[src/rtl/dither_dpwm4.sv]
module dither_dpwm4 #(
  parameter int COARSE_W = 5,
  parameter int FINE_W   = 5,
  parameter int DITHER_W = 3,
  parameter int PHASES   = 4
) (
  input  logic                                  clk,
  input  logic                                  rst_n,
  input  logic [COARSE_W+FINE_W+DITHER_W-1:0]   duty_cmd,
  output logic [PHASES-1:0]                     pwm_out
);
  localparam int CNT_W  = COARSE_W + FINE_W;
  localparam int CMD_W  = CNT_W + DITHER_W;
  localparam int PERIOD = 1 << CNT_W;
  localparam int SPAN   = PERIOD / PHASES;

  logic [CNT_W-1:0]    cnt, base, base_next, cur_base, whole;
  logic [DITHER_W-1:0] acc;
  logic [DITHER_W:0]   acc_sum;
  logic                wrap, carry;

  assign wrap      = &cnt;
  assign whole     = duty_cmd[CMD_W-1:DITHER_W];
  assign acc_sum   = {1'b0, acc} + {1'b0, duty_cmd[DITHER_W-1:0]};
  assign carry     = acc_sum[DITHER_W];
  assign base_next = (carry && !(&whole)) ? whole + CNT_W'(1) : whole;
  assign cur_base  = wrap ? base_next : base;

  always_ff @(posedge clk or negedge rst_n) begin
    if (!rst_n) begin
      cnt  <= '0;
      acc  <= '0;
      base <= '0;
    end else begin
      cnt <= cnt + CNT_W'(1);
      if (wrap) begin
        acc  <= acc_sum[DITHER_W-1:0];
        base <= base_next;
      end
    end
  end

  for (genvar p = 0; p < PHASES; p++) begin : g_phase
    localparam logic [CNT_W-1:0] OFF = CNT_W'(p * SPAN);
    logic [CNT_W-1:0] lc, eff;
    logic             hit_set, hit_coarse, hit_fine, level;

    assign lc = cnt + OFF;

    always_ff @(posedge clk or negedge rst_n) begin
      if (!rst_n) begin
        eff        <= '0;
        hit_set    <= 1'b0;
        hit_coarse <= 1'b0;
        hit_fine   <= 1'b0;
        level      <= 1'b0;
      end else begin
        if (&lc) eff <= cur_base;
        hit_set    <= (lc == '0) && (eff != '0);
        hit_coarse <= lc[CNT_W-1:FINE_W] == eff[CNT_W-1:FINE_W];
        hit_fine   <= lc[FINE_W-1:0] == eff[FINE_W-1:0];
        if (hit_set)                    level <= 1'b1;
        else if (hit_coarse && hit_fine) level <= 1'b0;
      end
    end

    assign pwm_out[p] = level;
  end
endmodule

[config.mk]
export PLATFORM = sky130hd
export DESIGN_NAME = dither_dpwm4
export DESIGN_NICKNAME = d
export VERILOG_FILES = /design/src/rtl/dither_dpwm4.sv
export SDC_FILE = /design/constraint.sdc
export NUM_CORES = 1
export LEC_CHECK = 0
export CORE_ASPECT_RATIO = 0.8
export CORE_MARGIN = 4
export CORE_UTILIZATION = 40
export DETAILED_ROUTE_END_ITERATION = 16
export MAX_ROUTING_LAYER = met4
export PLACE_DENSITY_LB_ADDON = 0.1
export RECOVER_POWER = 50
export SLEW_MARGIN = 20
export SYNTH_ARGS = -nofsm -noshare
export SYNTH_HDL_FRONTEND = slang
export SYNTH_SLANG_ARGS = --single-unit
export TNS_END_PERCENT = 50
[constraint.sdc]
create_clock -name clk -period 4.82 [get_ports clk]
set_clock_uncertainty 0.15 [all_clocks]
set_input_delay 0.964 -clock clk [delete_from_list [all_inputs] [get_ports clk]]
set_output_delay 0.964 -clock clk [all_outputs]
set_load 0.005 [all_outputs]
# Yosys cells after proc, flatten, opt, wreduce, memory -nomap -nowiden
# Index checks and enable logic that the tools add are counted.
# Widths: inputs -> output; s select.
[word_totals]
register_bits = 79
elab_cells = 74
[op_classes]
add_sub_neg = 6
eq_ne = 8
n_mux = 10
reduce_logical = 27
[op_table]
columns = ["cell", "count"]
rows = [
  ["$reduce_and 10->1", 5],
  ["$eq 5x5->1", 8],
  ["$logic_not 10->1", 4],
  ["$reduce_bool 10->1", 4],
  ["$add 10x1->10 const B", 2],
  ["$add 10x10->10 const B", 2],
  ["$mux 10", 2],
  ["$add 10x9->10 const B", 1],
  ["$logic_and 1x1->1", 9],
  ["$mux 1", 8],
  ["$reduce_bool 2->1", 4],
  ["$add 3x3->4", 1],
  ["$logic_not 1->1", 1],
]

# Longest topological paths before layout
[logic_depth]
ltp_word = 5
mapped_depth = 7
depth_no_buf = 6

# Worst setup path after synthesis
# OpenSTA, ideal clock, no wires.
[synth_timing]
kind = "in2reg"
start = "input port duty_cmd[2]"
end = "register g_phase[1].eff[9]"
setup_ns = 0.125
arrival_time_ns = 2.336
t_required_ns = 4.545
slack_ns = 2.210
cell_stages = 7
path_cell_list = "ha_1 > nand3_1 > and2_0 > buf_2 > o31ai_1 > o21ai_0 > mux2_2"
[synth_between]
elab_chain_cells = 4
[synth_lines]
columns = ["element", "line_no", "source"]
rows = [
  ["from (decl)", "9", "input logic [COARSE_W+FINE_W+DITHER_W-1:0] duty_cmd,"],
  ["$add 3x3->4", "24", "assign acc_sum = {1'b0, acc} + {1'b0, duty_cmd[DITHER_W-1:0]};"],
  ["$logic_and 1x1->1", "26", "assign base_next = (carry && !(&whole)) ? whole + CNT_W'(1) : whole;"],
  ["$mux 10", "26", ""],
  ["$mux 10", "-", ""],
  ["net cur_base[9]", "17", "logic [CNT_W-1:0] cnt, base, base_next, cur_base, whole;"],
  ["to (signal assigned)", "58", "if (&lc) eff <= cur_base;"],
  ["to (decl)", "45", "logic [CNT_W-1:0] lc, eff;"],
]
# The timed path passes the listed nets, and every way through them passes these cells.
# A chain may end at the register's enable or synchronous reset.

# Final worst setup path
# Same ends and word-level chain as after synthesis.

==> reports/results.ini <==
[outcome]
result_of_the_run = finished with violations
violations = capacitance limit, slew limit

[sta]
rsz0062_at_grt = no
setup-violations-final = 0
totalNegativeSetupSlack_ns = 0
worst_pin_slew_ns = 2.025
slew_violations = 80
clock.fmax_mhz = 326.4
final_min_period_over_clock_period = 0.6356
hold_violations = 0
slew-limit-headroom = -0.3501
final_min_period_ns = 3.063

[cells_and_area]
design.final.nets = 414
utilization = 0.4613
antenna_cells = 0
fin_area_mm2 = 0.004469
drive_above_1_share = 0.1202
final_cells = 527
synthToLayoutAreaGrowth_pct = 12.08

[floorplan]
coreArea_mm2 = 0.009689
ios = 19
dieHeight_um = 97.31
floorplan.die_area_mm2 = 0.01164
cell_rows = 32
die_w_um = 119.6
starting_density_of_the_core = 0.4115

[routing]
post-route-drc-count = 0
drt-pass1-iter-count = 4
drt_iter0_markers = 186
routed_vias = 2692
vias_per_cell = 5.108
avgRoutedWirePerCell_um = 17.26
antenna_violating_nets_post_route = 0
wl_um = 9096

[pwr]
pwr_density_cell_mw_per_mm2 = 304.0
ir_worst_vdd_mv = 0.1953
cellLeakagePower_nw = 1.968

[placement]
place_area_mm2 = 0.004189
io_buffers = 18
dpl.cell_count = 512
gpl.final_weighted_congestion = 0.8138
place_hpwl_um = 6640

[setup_path]
r2r_setup_slack_ns = 2.24
timing.critical_path.fanout_max = 6
worst-r2r-cell-count = 6
worstSetupEndpointType = register
crit_required_ns = 4.94
reg_to_reg_endpoint = g_phase[2].eff[6]$_DFFE_PN0P_
worst-endpoint-arrival_ns = 3.18
worst_setup_path_type = input port to register
reg2reg_from = cnt[0]$_DFF_PN0_
startpoint_types = input port

[synthesis]
dominantRegCellSynth = dfrtp_1
yosys_warnings = 0
post_synth_instance_area_mm2 = 0.003988
synth_nets = 405
ys_seq_elements = 79
yosysUniqueCellTypes = 47
synth.avg_cell_area_um2 = 10.55
async_set_or_reset_flop_fraction_in_the_synthesized_netlist = 1.000
seq_area_frac_synth = 0.4958
synth_enable_flop_cells = 0
syn-instance-count = 378

[hold_path]
min_from = g_phase[2].hit_set$_DFF_PN0_
hold_depth = 1
hold_path_class = register to register
whs_endpoint = g_phase[2].level$_DFFE_PN0P_

[clock_tree]
cts_setup_buffers = 0
tritoncts = done
numCtsBuffers = 9
cts_hold_repair.buffers = 0
number_of_h_tree_levels = 3
clkSlewWorstSetupHoldPaths_ns = 0.06
cts.sink_count = 79
clk_path_buf_depth = 2
post_cts_resized = 0
cts_root_buf = clkbuf_16
worst_skew_pair.late_latency_ns = 0.34

[flow_run]
drv.max_cap_violation_count = 1

[global_route]
antenna_violations_before_repair = 0
grt_max_degree = 80
number_of_global_route_vias_before_repair = 2652
global_route.overflow_total = 0
grt_usage = 0.1761
grt_first_pass_wirelength_um = 15130

-- final cells by class --
cell class / count / area, um2
Clock buffer: 11 / 252.7
Clock inverter: 4 / 30.03
Fill cell: 937 / 5220
Inverter: 12 / 45.04
Multi-Input combinational cell: 267 / 1819
Sequential cell: 79 / 1977
Tap cell: 136 / 170.2
Timing Repair Buffer: 18 / 175.2
-- worst max-delay path by stage --
stage	startpoint	endpoint	slack, ns	depth (start not counted)
4_1_cts	duty_cmd[2]	g_phase[1].eff[9]$_DFFE_PN0P_	1.73	7
3_3_place_gp	duty_cmd[2]	g_phase[2].eff[9]$_DFFE_PN0P_	1.50	7
3_5_place_dp	duty_cmd[2]	g_phase[1].eff[9]$_DFFE_PN0P_	1.40	7
6_report	duty_cmd[2]	g_phase[1].eff[9]$_DFFE_PN0P_	1.76	7
2_1_floorplan	duty_cmd[2]	g_phase[1].eff[9]$_DFFE_PN0P_	2.21	7
5_1_grt	duty_cmd[2]	g_phase[1].eff[9]$_DFFE_PN0P_	1.55	7
-- kinds of logic after synthesis --
| family | share of synthesized area |
|---|---|
| buf+inv | 0.04800 |
| mux | 0.03389 |
| compound gates | 0.09664 |
| simple gates | 0.1785 |
| xor+xnor | 0.1076 |
| flops | 0.4958 |
| fa+ha+maj | 0.03954 |
-- sequential cells by signal, summed over array words and instances (netlist names) --
register / count
g_phase.hit_fine: 4
g_phase.hit_coarse: 4
cnt: 10
base: 10
g_phase.level: 4
acc: 3
g_phase.eff: 40
g_phase.hit_set: 4
-- per-stage QoR --
step,hold slack (ns),total power [mW],setup slack [ns]
after floorplan,0.2544,0.6959,2.210
after global placement,0.2597,0.7300,1.504
after CTS,0.2774,1.379,1.734
after detailed placement,0.2636,0.7302,1.403
final,0.2735,1.359,1.757
after global routing,0.2810,1.412,1.550
-- layout by cell type (no fill, tap or decap), drive strengths merged --
cell,Yosys,final
dfrtp,79,79
nand2,49,49
xnor2,29,29
nor2,25,25
xor2,20,20
nand3,20,20
clkdlybuf4s50,0,17
inv,12,13
o21ai,13,13
mux2,12,12
a31oi,12,12
nor3,12,12
clkbuf,4,12
ha,11,11
nor4,11,11
o31ai,11,11
a21oi,6,6
nand4,6,6
and2,6,6
a21o,5,5
and4,3,3
and3,3,3
o31a,2,2
a31o,2,2
o211ai,2,2
clkinv,0,2
and3b,1,1
or3,1,1
nand2b,1,1
a211o,1,1
or4b,1,1
o211a,1,1
fa,1,1
clkinvlp,0,1
-- critical path: stages --
cell	delay [ns]
clkdlybuf4s50_1	0.40
ha_1	0.33
a21oi_1	0.33
and2_0	0.32
o31ai_1	0.15
o21ai_0	0.42
mux2_2	0.26
-- cell usage after synthesis, types with 2 or more instances --
cell type / instances / share of area
nand2_1: 49 / 0.046
and2_2: 4 / 0.0075
a31o_2: 2 / 0.0044
nor2_1: 25 / 0.024
nor3_1: 10 / 0.013
buf_4: 8 / 0.015
clkbuf_1: 4 / 0.0038
o21ai_0: 12 / 0.015
nand3_1: 19 / 0.024
nor3_2: 2 / 0.0050
o31a_1: 2 / 0.0044
xnor2_1: 29 / 0.064
a21o_1: 5 / 0.0094
inv_1: 12 / 0.011
buf_2: 3 / 0.0038
nand4_1: 5 / 0.0078
o211ai_1: 2 / 0.0038
a31oi_1: 11 / 0.017
nor4_1: 10 / 0.016
dfrtp_1: 79 / 0.50
ha_1: 11 / 0.035
buf_6: 5 / 0.014
a21oi_1: 6 / 0.0075
xor2_1: 20 / 0.044
mux2_2: 12 / 0.034
o31ai_1: 9 / 0.017
and4_1: 2 / 0.0044
-- report_power, final --
part / internal (mW) / switching [mW]
clock network: 0.375 / 0.265
registers: 0.665 / 0.00109
logic: 0.0178 / 0.0340
total: 1.06 / 0.301
-- routing by layer --
metal,routed length (um),vias to the layer above,GRT usage
li1,-,1331,-
met1,4877,1306,0.2602
met2,3725,40,0.2305
met3,321,15,0.04482
met4,171,0,0.06602
met5,0,-,-
(Power assumes the default switching activity.)
